$ cat src/rtl/fb_pkg.sv
package fb_pkg;

    typedef enum logic [1:0] {
        K_PLAIN = 2'd0,
        K_COND  = 2'd1,
        K_IND   = 2'd2,
        K_OTHER = 2'd3
    } ikind_e;

    typedef enum logic [1:0] {
        S_SEEK  = 2'd0,
        S_ARMED = 2'd1,
        S_BUILD = 2'd2
    } fstate_e;

endpackage

$ cat src/rtl/fb_bias_table.sv
module fb_bias_table #(
    parameter int PC_W       = 16,
    parameter int IDX_W      = 3,
    parameter int CNT_W      = 3,
    parameter int VAL_W      = 1,
    parameter int PROMOTE_TH = 3
) (
    input  logic             clk,
    input  logic             rst_n,
    input  logic             lk_valid,
    input  logic [PC_W-1:0]  lk_pc,
    input  logic [VAL_W-1:0] lk_val,
    output logic             lk_promoted,
    input  logic             dm_valid,
    input  logic [PC_W-1:0]  dm_pc
);
    localparam int              ENTRIES = 1 << IDX_W;
    localparam logic [CNT_W-1:0] CNT_MAX = '1;
    localparam logic [CNT_W-1:0] TH      = CNT_W'(PROMOTE_TH);

    function automatic logic [IDX_W-1:0] fold_pc(input logic [PC_W-1:0] pc);
        logic [IDX_W-1:0] r;
        r = '0;
        for (int b = 0; b < PC_W; b++) begin
            r[b % IDX_W] = r[b % IDX_W] ^ pc[b];
        end
        return r;
    endfunction

    logic [VAL_W-1:0] val_q [ENTRIES];
    logic [CNT_W-1:0] cnt_q [ENTRIES];

    logic [IDX_W-1:0] lk_idx;
    logic [IDX_W-1:0] dm_idx;
    logic             same_outcome;

    assign lk_idx       = fold_pc(lk_pc);
    assign dm_idx       = fold_pc(dm_pc);
    assign same_outcome = (val_q[lk_idx] == lk_val);
    assign lk_promoted  = lk_valid && same_outcome && (cnt_q[lk_idx] >= TH);

    always_ff @(posedge clk) begin
        if (!rst_n) begin
            for (int e = 0; e < ENTRIES; e++) begin
                val_q[e] <= '0;
                cnt_q[e] <= '0;
            end
        end else begin
            if (lk_valid) begin
                if (same_outcome) begin
                    if (cnt_q[lk_idx] != CNT_MAX) begin
                        cnt_q[lk_idx] <= cnt_q[lk_idx] + 1'b1;
                    end
                end else begin
                    cnt_q[lk_idx] <= '0;
                    val_q[lk_idx] <= lk_val;
                end
            end
            // demotion written last: it wins over a same-entry update
            if (dm_valid) begin
                cnt_q[dm_idx] <= '0;
            end
        end
    end

endmodule

$ cat src/rtl/fb_frame_fsm.sv
module fb_frame_fsm
    import fb_pkg::*;
#(
    parameter int PC_W    = 16,
    parameter int MIN_LEN = 4,
    parameter int MAX_LEN = 20,
    parameter int LEN_W   = $clog2(MAX_LEN + 1)
) (
    input  logic            clk,
    input  logic            rst_n,
    input  logic            ret_valid,
    input  ikind_e          ret_kind,
    input  logic [PC_W-1:0] ret_pc,
    input  logic            promoted,
    output logic            frm_valid,
    output logic [PC_W-1:0] frm_start_pc,
    output logic [LEN_W-1:0] frm_len,
    output logic [LEN_W-1:0] frm_asserts
);
    localparam logic [LEN_W-1:0] LEN_CAP = LEN_W'(MAX_LEN);
    localparam logic [LEN_W-1:0] LEN_MIN = LEN_W'(MIN_LEN);

    fstate_e          st_q, st_d;
    logic [LEN_W-1:0] len_q, len_d;
    logic [LEN_W-1:0] asr_q, asr_d;
    logic [PC_W-1:0]  start_q, start_d;

    logic             is_ctrl, ends_frame, is_assert;
    logic             close;
    logic [LEN_W-1:0] cl_len, cl_asr;
    logic [PC_W-1:0]  cl_start;

    assign is_ctrl    = (ret_kind != K_PLAIN);
    assign ends_frame = is_ctrl && !promoted;
    assign is_assert  = is_ctrl && promoted;

    // next-state and frame accumulation
    always_comb begin
        st_d     = st_q;
        len_d    = len_q;
        asr_d    = asr_q;
        start_d  = start_q;
        close    = 1'b0;
        cl_len   = '0;
        cl_asr   = '0;
        cl_start = start_q;
        unique case (st_q)
            S_SEEK: begin
                if (ret_valid && ends_frame) begin
                    st_d = S_ARMED;
                end
            end
            S_ARMED: begin
                if (ret_valid) begin
                    cl_start = ret_pc;
                    cl_len   = LEN_W'(1);
                    cl_asr   = {{(LEN_W-1){1'b0}}, is_assert};
                    if (ends_frame || (cl_len == LEN_CAP)) begin
                        close = 1'b1;
                        st_d  = S_ARMED;
                    end else begin
                        st_d    = S_BUILD;
                        start_d = ret_pc;
                        len_d   = cl_len;
                        asr_d   = cl_asr;
                    end
                end
            end
            S_BUILD: begin
                if (ret_valid) begin
                    cl_start = start_q;
                    cl_len   = len_q + 1'b1;
                    cl_asr   = asr_q + {{(LEN_W-1){1'b0}}, is_assert};
                    if (ends_frame || (cl_len == LEN_CAP)) begin
                        close = 1'b1;
                        st_d  = S_ARMED;
                    end else begin
                        len_d = cl_len;
                        asr_d = cl_asr;
                    end
                end
            end
            default: st_d = S_SEEK;
        endcase
    end

    // state register
    always_ff @(posedge clk) begin
        if (!rst_n) begin
            st_q    <= S_SEEK;
            len_q   <= '0;
            asr_q   <= '0;
            start_q <= '0;
        end else begin
            st_q    <= st_d;
            len_q   <= len_d;
            asr_q   <= asr_d;
            start_q <= start_d;
        end
    end

    // descriptor outputs
    always_ff @(posedge clk) begin
        if (!rst_n) begin
            frm_valid    <= 1'b0;
            frm_start_pc <= '0;
            frm_len      <= '0;
            frm_asserts  <= '0;
        end else begin
            frm_valid <= close && (cl_len > LEN_MIN);
            if (close && (cl_len > LEN_MIN)) begin
                frm_start_pc <= cl_start;
                frm_len      <= cl_len;
                frm_asserts  <= cl_asr;
            end
        end
    end

endmodule

$ cat src/rtl/frame_builder.sv
module frame_builder
    import fb_pkg::*;
#(
    parameter int PC_W       = 16,
    parameter int IDX_W      = 3,
    parameter int CNT_W      = 3,
    parameter int PROMOTE_TH = 3,
    parameter int MIN_LEN    = 4,
    parameter int MAX_LEN    = 20,
    localparam int LEN_W     = $clog2(MAX_LEN + 1)
) (
    input  logic             clk,
    input  logic             rst_n,
    input  logic             ret_valid,
    input  logic [PC_W-1:0]  ret_pc,
    input  logic [1:0]       ret_kind,
    input  logic             ret_taken,
    input  logic [PC_W-1:0]  ret_target,
    input  logic             dem_valid,
    input  logic             dem_indirect,
    input  logic [PC_W-1:0]  dem_pc,
    output logic             frm_valid,
    output logic [PC_W-1:0]  frm_start_pc,
    output logic [LEN_W-1:0] frm_len,
    output logic [LEN_W-1:0] frm_asserts
);
    ikind_e kind;
    logic   cond_lk, ind_lk;
    logic   cond_prom, ind_prom, promoted;

    assign kind     = ikind_e'(ret_kind);
    assign cond_lk  = ret_valid && (kind == K_COND);
    assign ind_lk   = ret_valid && (kind == K_IND);
    assign promoted = cond_prom || ind_prom;

    fb_bias_table #(
        .PC_W(PC_W), .IDX_W(IDX_W), .CNT_W(CNT_W),
        .VAL_W(1), .PROMOTE_TH(PROMOTE_TH)
    ) cond_tbl_i (
        .clk         (clk),
        .rst_n       (rst_n),
        .lk_valid    (cond_lk),
        .lk_pc       (ret_pc),
        .lk_val      (ret_taken),
        .lk_promoted (cond_prom),
        .dm_valid    (dem_valid && !dem_indirect),
        .dm_pc       (dem_pc)
    );

    fb_bias_table #(
        .PC_W(PC_W), .IDX_W(IDX_W), .CNT_W(CNT_W),
        .VAL_W(PC_W), .PROMOTE_TH(PROMOTE_TH)
    ) ind_tbl_i (
        .clk         (clk),
        .rst_n       (rst_n),
        .lk_valid    (ind_lk),
        .lk_pc       (ret_pc),
        .lk_val      (ret_target),
        .lk_promoted (ind_prom),
        .dm_valid    (dem_valid && dem_indirect),
        .dm_pc       (dem_pc)
    );

    fb_frame_fsm #(
        .PC_W(PC_W), .MIN_LEN(MIN_LEN), .MAX_LEN(MAX_LEN), .LEN_W(LEN_W)
    ) fsm_i (
        .clk          (clk),
        .rst_n        (rst_n),
        .ret_valid    (ret_valid),
        .ret_kind     (kind),
        .ret_pc       (ret_pc),
        .promoted     (promoted),
        .frm_valid    (frm_valid),
        .frm_start_pc (frm_start_pc),
        .frm_len      (frm_len),
        .frm_asserts  (frm_asserts)
    );

endmodule

$ cat config.mk
export PLATFORM = sky130hd
export DESIGN_NAME = frame_builder
export DESIGN_NICKNAME = d
export VERILOG_FILES = /design/src/rtl/fb_pkg.sv /design/src/rtl/fb_bias_table.sv /design/src/rtl/fb_frame_fsm.sv /design/src/rtl/frame_builder.sv
export SDC_FILE = /design/constraint.sdc
export NUM_CORES = 1
export LEC_CHECK = 0
export BUFFER_PORTS_ARGS = -buffer_cell sky130_fd_sc_hd__clkbuf_2
export CAP_MARGIN = 0
export CORE_MARGIN = 5
export CORE_UTILIZATION = 25
export DETAILED_ROUTE_END_ITERATION = 6
export PLACE_DENSITY = 0.41
export SETUP_SLACK_MARGIN = 0.2
export SLEW_MARGIN = 10
export SYNTH_ARGS = -nofsm -noshare
export SYNTH_HDL_FRONTEND = slang
export SYNTH_HIERARCHICAL = 1
export SYNTH_SLANG_ARGS = --single-unit
$ cat constraint.sdc
create_clock -name clk -period 5.84 [get_ports clk]
set_clock_uncertainty 0.15 [all_clocks]
set_input_delay 0.292 -clock clk [delete_from_list [all_inputs] [get_ports clk]]
set_output_delay 0.292 -clock clk [all_outputs]
set_load 0.01 [all_outputs]
## Word-level counts from Yosys, hierarchy flattened

Memory sizes are Yosys's and may differ from the RTL's.
Cells that the tools add are included.

| operators by class | value |
|---|---|
| bitwise logic cells | 29 |
| eq/ne operators | 15 |
| add/subtract/negate cells | 4 |
| reductions and logical operators | 28 |
| mux-type cells | 74 |
| $lt $le $gt $ge | 3 |

Operators by type and width:

| kind | count |
|---|---|
| 2-to-1 mux 5 bit | 10 |
| 2-to-1 mux 16 bit | 3 |
| one-hot mux 5 bit (2 select lines) | 4 |
| 2-to-1 mux 1 bit | 38 |
| 2-to-1 mux 3 bit | 12 |
| bitwise XOR 1 bit | 26 |
| == test 16 bit | 1 |
| OR reduction 16 bit | 1 |
| logical AND 1 bit | 12 |
| OR reduction 3 bit | 4 |
| 2-to-1 mux 2 bit | 5 |
| inequality test 2 bit (second input constant) | 4 |
| adder 3 x 1 -> 3 bit (second input constant) | 2 |
| >= comparator 3 x 2 -> 1 bit (second input constant) | 2 |
| inequality test 3 bit (second input constant) | 2 |
| one-hot mux 2 bit (3 select lines) | 1 |
| adder 5 x 1 -> 5 bit | 1 |
| adder 5 x 1 -> 5 bit (second input constant) | 1 |
| == test 5 bit (second input constant) | 1 |
| greater-than comparator 5 x 3 -> 1 bit (second input constant) | 1 |
| AND reduction 5 bit | 1 |
| == test 2 x 1 -> 1 bit (second input constant) | 2 |
| == test 2 bit (second input constant) | 2 |
| inequality test 2 x 1 -> 1 bit (second input constant) | 2 |
| other kinds (11) | 15 |

| storage, ports and cells | value |
|---|---|
| input bits | 56 |
| bits in registers | 55 |
| memories | 4 |
| memory bits (writable) | 184 |
| word-level logic and storage cells | 165 |

Memory list:

| memory | depth | width | read ports | clocked after memory_dff | wr ports | RTL line | RTL |
|---|---|---|---|---|---|---|---|
| ind_tbl_i.val_q | 8 | 16 | 1 | 0 | 8 | fb_bias_table.sv:30 | `logic [VAL_W-1:0] val_q [ENTRIES];` |
| cond_tbl_i.cnt_q | 8 | 3 | 1 | 0 | 8 | fb_bias_table.sv:31 | `logic [CNT_W-1:0] cnt_q [ENTRIES];` |
| ind_tbl_i.cnt_q | 8 | 3 | 1 | 0 | 8 | fb_bias_table.sv:31 |  |
| cond_tbl_i.val_q | 8 | 1 | 1 | 0 | 8 | fb_bias_table.sv:30 |  |

## Longest topological paths before layout

An unclocked memory read counts as a cell.

| depth | value |
|---|---|
| word-level depth | 17 |
| mapped depth | 21 |

## By module

Netlist, hierarchy kept.

By module, submodules not included:

| module | sequential area each (um^2) | cells an instance | times used | area each (um^2) |
|---|---|---|---|---|
| fb_bias_table at ind_tbl_i | 4324.1 | 679 | 1 | 7772.5 |
| fb_frame_fsm | 1101.1 | 293 | 1 | 2618.8 |
| fb_bias_table at cond_tbl_i | 640.6 | 260 | 1 | 2243.4 |
| frame_builder | 0.0 | 5 | 1 | 40.0 |

## Least setup slack after synthesis

No wires, ideal clock.

| path | value |
|---|---|
| path type | input to register |
| from | input ret_pc[4] |
| to | register fsm_i.asr_q[3] |
| stages | 17 |
| arrival | 4.603 ns |
| path slack | 1.027 ns |
| path buffers | 2 |
| required time | 5.630 ns |
| library setup time | 0.060 ns |
| cell sequence | xnor3_1 > xnor2_1 > buf_2 > clkbuf_1 > nor3_1 > a31oi_1 > nor2_1 > a2111oi_0 > inv_1 > ha_1 > o311a_1 > or2_1 > o21bai_1 > a31oi_1 > nor2_1 > a311oi_4 > a22o_1 |

| between the ends | value |
|---|---|
| longest elaborated chain between the ends | 14 |

RTL lines:

| item | RTL line | RTL |
|---|---|---|
| from (decl) | frame_builder.sv:15 | `input logic [PC_W-1:0] ret_pc,` |
| bitwise XOR 1 bit (*) (4 in series) | fb_bias_table.sv:25 | `r[b % IDX_W] = r[b % IDX_W] ^ pc[b];` |
| memory read (8 x 16 bit) | n/a |  |
| == test 16 bit | fb_bias_table.sv:39 | `assign same_outcome = (val_q[lk_idx] == lk_val);` |
| logical AND 1 bit | fb_bias_table.sv:40 | `assign lk_promoted = lk_valid && same_outcome && (cnt_q[lk_idx] >= TH);` |
| logical AND 1 bit (*) | fb_bias_table.sv:40 |  |
| named net ind_prom | frame_builder.sv:29 | `logic cond_prom, ind_prom, promoted;` |
| logical OR 1 bit (*) | frame_builder.sv:34 | `assign promoted = cond_prom \|\| ind_prom;` |
| named net promoted | frame_builder.sv:29 |  |
| logical AND 1 bit or logical NOT 1 bit (tied branches) | fb_frame_fsm.sv:35, fb_frame_fsm.sv:34 |  |
| adder 5 x 1 -> 5 bit or logical AND 1 bit (tied branches) | fb_frame_fsm.sv:73, fb_frame_fsm.sv:34 |  |
| 2-to-1 mux 5 bit or logical OR 1 bit (tied branches) | fb_frame_fsm.sv:74 | `if (ends_frame \|\| (cl_len == LEN_CAP)) begin` |
| 2-to-1 mux 5 bit or inequality test 2 bit (tied branches) | n/a |  |
| one-hot mux 5 bit (2 select lines) or AND reduction 5 bit (tied branches) | n/a |  |
| to (signal assigned) | fb_frame_fsm.sv:97 | `asr_q <= asr_d;` |
| to (decl) | fb_frame_fsm.sv:25 | `logic [LEN_W-1:0] asr_q, asr_d;` |

The timed path passes the listed nets; every way through them passes the cells marked *. The select of a mux whose other input is x is not followed.
A chain may end at the register's enable or synchronous reset.

## Worst setup path after layout

| path | value |
|---|---|
| from | input ret_pc[4] |
| to | register fsm_i.len_q[4] |

| between the ends | value |
|---|---|
| longest elaborated chain between the ends | 14 |

RTL lines:

| item | RTL line | RTL |
|---|---|---|
| bitwise XOR 1 bit (*) (4 in series) | fb_bias_table.sv:25 |  |
| memory read (8 x 16 bit) | n/a |  |
| == test 16 bit | fb_bias_table.sv:39 |  |
| logical AND 1 bit | fb_bias_table.sv:40 |  |
| logical AND 1 bit (*) | fb_bias_table.sv:40 |  |
| named net ind_prom | frame_builder.sv:29 |  |
| logical OR 1 bit (*) | frame_builder.sv:34 |  |
| named net promoted | frame_builder.sv:29 |  |
| logical NOT 1 bit (*) | fb_frame_fsm.sv:34 | `assign ends_frame = is_ctrl && !promoted;` |
| logical AND 1 bit (*) | fb_frame_fsm.sv:34 |  |
| logical OR 1 bit | fb_frame_fsm.sv:74 |  |
| inequality test 2 bit (no line) | n/a |  |
| AND reduction 5 bit (no line) (*) | n/a |  |
| to (signal assigned) | fb_frame_fsm.sv:96 | `len_q <= len_d;` |
| to (decl) | fb_frame_fsm.sv:24 | `logic [LEN_W-1:0] len_q, len_d;` |

The timed path passes the listed nets; every way through them passes the cells marked *.

==> impl_metrics.json <==
{
  "status": "finished, final reports clean",
  "crit_arrival_ns": 5.61,
  "max_freq_ghz": 0.190,
  "wl_per_cell_um": 19.4,
  "period_needed_ns": 5.26,
  "clock-root-buffer": "clkbuf_16",
  "async_reset_ff_share_pct": 0,
  "final_hold_viol_count": 0,
  "rows": 82,
  "synth-seq-cells": 239,
  "p_sw_share_pct": 31.6,
  "grt_pass1_wl_um": 60300,
  "cp-start-kind": "input port",
  "tightest_slew_ns": 1.25,
  "die-area_um2": 55300,
  "power_density_nw_per_um2": 333,
  "ir_drop_mv": 0.189,
  "internal_power_mw": 3.48,
  "vias": 9810,
  "hold_depth": 2,
  "grt_pass1_vias": 9821,
  "seqPwrFrac_pct": 37.0,
  "routed_wl_um": 39600,
  "cts_made_buffers": 29,
  "cp_data_required_time_ns": 6.20,
  "synth.largest_area_cell": "edfxtp_1",
  "drive_gt1_share_pct": 16.5,
  "place_ws_ns": 0.491,
  "max_slew_margin_pct": 16.8,
  "p_switching_mw": 1.61,
  "synth_area_leaders": "edfxtp_1, dfxtp_1, and2_1",
  "core-area_um2": 50200,
  "end_kind": "flip-flop",
  "htree_levels": 1,
  "portBuffers": 82,
  "synth_edf_count": 128,
  "clkSlewWorstSetupHoldPaths_ns": 0.06,
  "first_pass_iters": 5,
  "drtIter0Drc": 658,
  "slew_violations": 0,
  "overflow": 0,
  "rr_worst_depth": 12,
  "synth_cell_type_count": 87,
  "setup_viol": 0,
  "dieHeight_um": 235,
  "place_hpwl_um": 26400,
  "clk_latency_ns": 0.56,
  "ys_seq_area_share_pct": 47.9,
  "synthFlopType": "edfxtp_1",
  "gp_congestion": 0.805,
  "synth_area_per_cell_um2": 10.2,
  "synth_top_area_share_pct": 30.3,
  "grt.total_usage_pct": 13.7,
  "worst_slack_ns": 0.583,
  "antenna_found_initial": 2,
  "nFillCells": 5245,
  "netlist_instances": 1237,
  "synth_nets": 1307,
  "yosysMostFrequentCell": "nand2_1",
  "timing_worst_setup_path_type": "in -> reg",
  "finalCritPeriodShare_pct": 90.0,
  "start_util_pct": 25.3,
  "cts_tree": "done",
  "syn_area_um2": 12700,
  "route.detailed.drc": 0,
  "clockPowerShare_pct": 37.6,
  "cts_setup_buffers": 0,
  "clock_path_buffers": 3,
  "rsz0062_at_grt": "false",
  "ant_nets": 0,
  "yosys-top-cells-count": "nand2_1, and2_1, edfxtp_1, dfxtp_1, a21oi_1",
  "nets": 1420,
  "p_leak_nw": 5.66,
  "die_x_um": 235,
  "pwr-share-comb_pct": 25.4,
  "grt_max_degree": 55,
  "maxCapViolCount": 0,
  "cts_sinks": 239,
  "syn_to_final_growth_pct": 20.3,
  "setup_tns_ns": 0,
  "hold_path_class": "in -> reg",
  "ios": 83,
  "critPathMaxFanout": 14,
  "vias_per_cell": 4.80,
  "ys_warn_count": 6
}
[area by class of cell]
class	instances	area (um2)	area share (%)
multi-input cells	913	6310	41.4
flip-flops and latches	239	6070	39.8
clock buffers	37	796	5.22
inverters	21	78.8	0.517
well taps	672	841	5.52
clock inverters	15	198	1.30
diodes	1	2.50	0.0164
repair buffers	146	951	6.24
[power groups by stage]
| stage | Sequential (mW) | Combinational [mW] | Clock (mW) |
|---|---|---|---|
| floorplan | 1.90 | 0.853 | 0 |
| global placement | 1.91 | 1.28 | 0 |
| detailed placement | 1.92 | 1.28 | 0 |
| CTS | 1.88 | 1.30 | 1.97 |
| global route | 1.89 | 1.40 | 2.04 |
| finish | 1.88 | 1.29 | 1.91 |
[cells by family (layout without fill, tap and decap cells)]
logic type               count (synthesis)  count (layout)  synth area share, %
AND/OR/NAND/NOR                        533             533                 21.8
flip-flops                             239             239                 47.9
AO/OA/AOI/OAI                          220             220                 13.4
buffers and inverters                   85             219                 2.91
multiplexers                            76              76                 6.38
XOR/XNOR                                70              70                 6.32
adder cells (fa/ha/maj)                 14              14                 1.38
other                                    0               1                    0
[placed cells by master (no fill, tap or decap), types with 8 or more instances in the layout]
master / netlist / layout
a21oi_1: 68 / 68
mux2_2: 8 / 8
inv_1: 21 / 21
ha_1: 14 / 14
nand4_1: 24 / 24
o21a_1: 9 / 9
a311oi_1: 19 / 19
nor2_1: 67 / 67
a211oi_1: 12 / 12
buf_4: 5 / 42
clkbuf_2: 0 / 81
xnor2_1: 43 / 42
o221ai_1: 24 / 24
dlygate4sd3_1: 0 / 23
dfxtp_1: 111 / 111
a32oi_1: 14 / 14
nand2b_1: 16 / 16
or3b_1: 10 / 10
clkbuf_16: 0 / 29
nor3_2: 0 / 8
edfxtp_1: 128 / 128
and2_1: 128 / 128
nand3_1: 66 / 66
and3_1: 15 / 15
nand2_1: 149 / 149
mux2i_1: 65 / 65
xor2_1: 11 / 10
[path summary, 6_finish.rpt]
path                                       startpoint                    end  slack (ns)
worst min-delay path                    ret_target[2]  ind_tbl_i/val_q[4][2]        0.02
worst min register to register      fsm_i/start_q[14]      fsm_i/start_q[14]        0.30
worst max register to register  ind_tbl_i/val_q[1][3]         fsm_i/len_q[4]        1.95
worst max-delay path                        ret_pc[4]         fsm_i/len_q[4]        0.58
[metal layers]
| metal | wire length, um | vias up | GRT usage, % |
|---|---|---|---|
| met5 | 13 | - | 0 |
| met4 | 837 | 2 | 3.17 |
| met3 | 1430 | 57 | 2.25 |
| met2 | 19200 | 193 | 23.5 |
| met1 | 18100 | 4796 | 18.2 |
| li1 | - | 4762 | - |
[per-stage QoR]
step | total power, mW | util (%) | std cells | cell area, um2 | hold slack, ns
after global routing | 5.33 | 30.4 | 2044 | 15200 | 0.0140
final | 5.08 | 30.4 | 2044 | 15200 | 0.0169
after floorplan | 2.76 | - | 1237 | 12700 | 0.278
after detailed placement | 3.19 | 27.9 | 1968 | 14000 | 0.297
after CTS | 5.15 | 30.3 | 2043 | 15200 | 0.000640
after global placement | 3.20 | 27.9 | 1968 | 14000 | 0.291
[critical path, stage by stage]
cell and delay [ns]:
dlygate4sd3_1 0.53, clkbuf_2 0.13, xnor3_1 0.60, xor2_2 0.56
nor2_2 0.27, a32o_1 0.29, a221oi_1 0.28, xnor2_1 0.18
nand3_1 0.26, nor4_4 0.38, o311a_1 0.25, or2_1 0.14
o21bai_1 0.27, o21ai_2 0.32, nor3_1 0.61, a22o_1 0.24
[sequential cells by signal (all words and copies together) (netlist names)]
register / flops
ind_tbl_i/val_q: 128
cond_tbl_i/cnt_q: 24
ind_tbl_i/cnt_q: 24
fsm_i/frm_start_pc: 16
fsm_i/start_q: 16
cond_tbl_i/val_q: 8
fsm_i/asr_q: 5
fsm_i/frm_asserts: 5
fsm_i/frm_len: 5
fsm_i/len_q: 5
fsm_i/st_q: 2
fsm_i/frm_valid: 1
[repair_timing]
item / 4_1_cts / 5_1_grt
hold buffers: 23 / 0
hold endpoints to repair: 74 / 0
resized for setup: 0 / 2
endpoints found under the setup margin: 0 / 8
(Power assumes the default switching activity.)
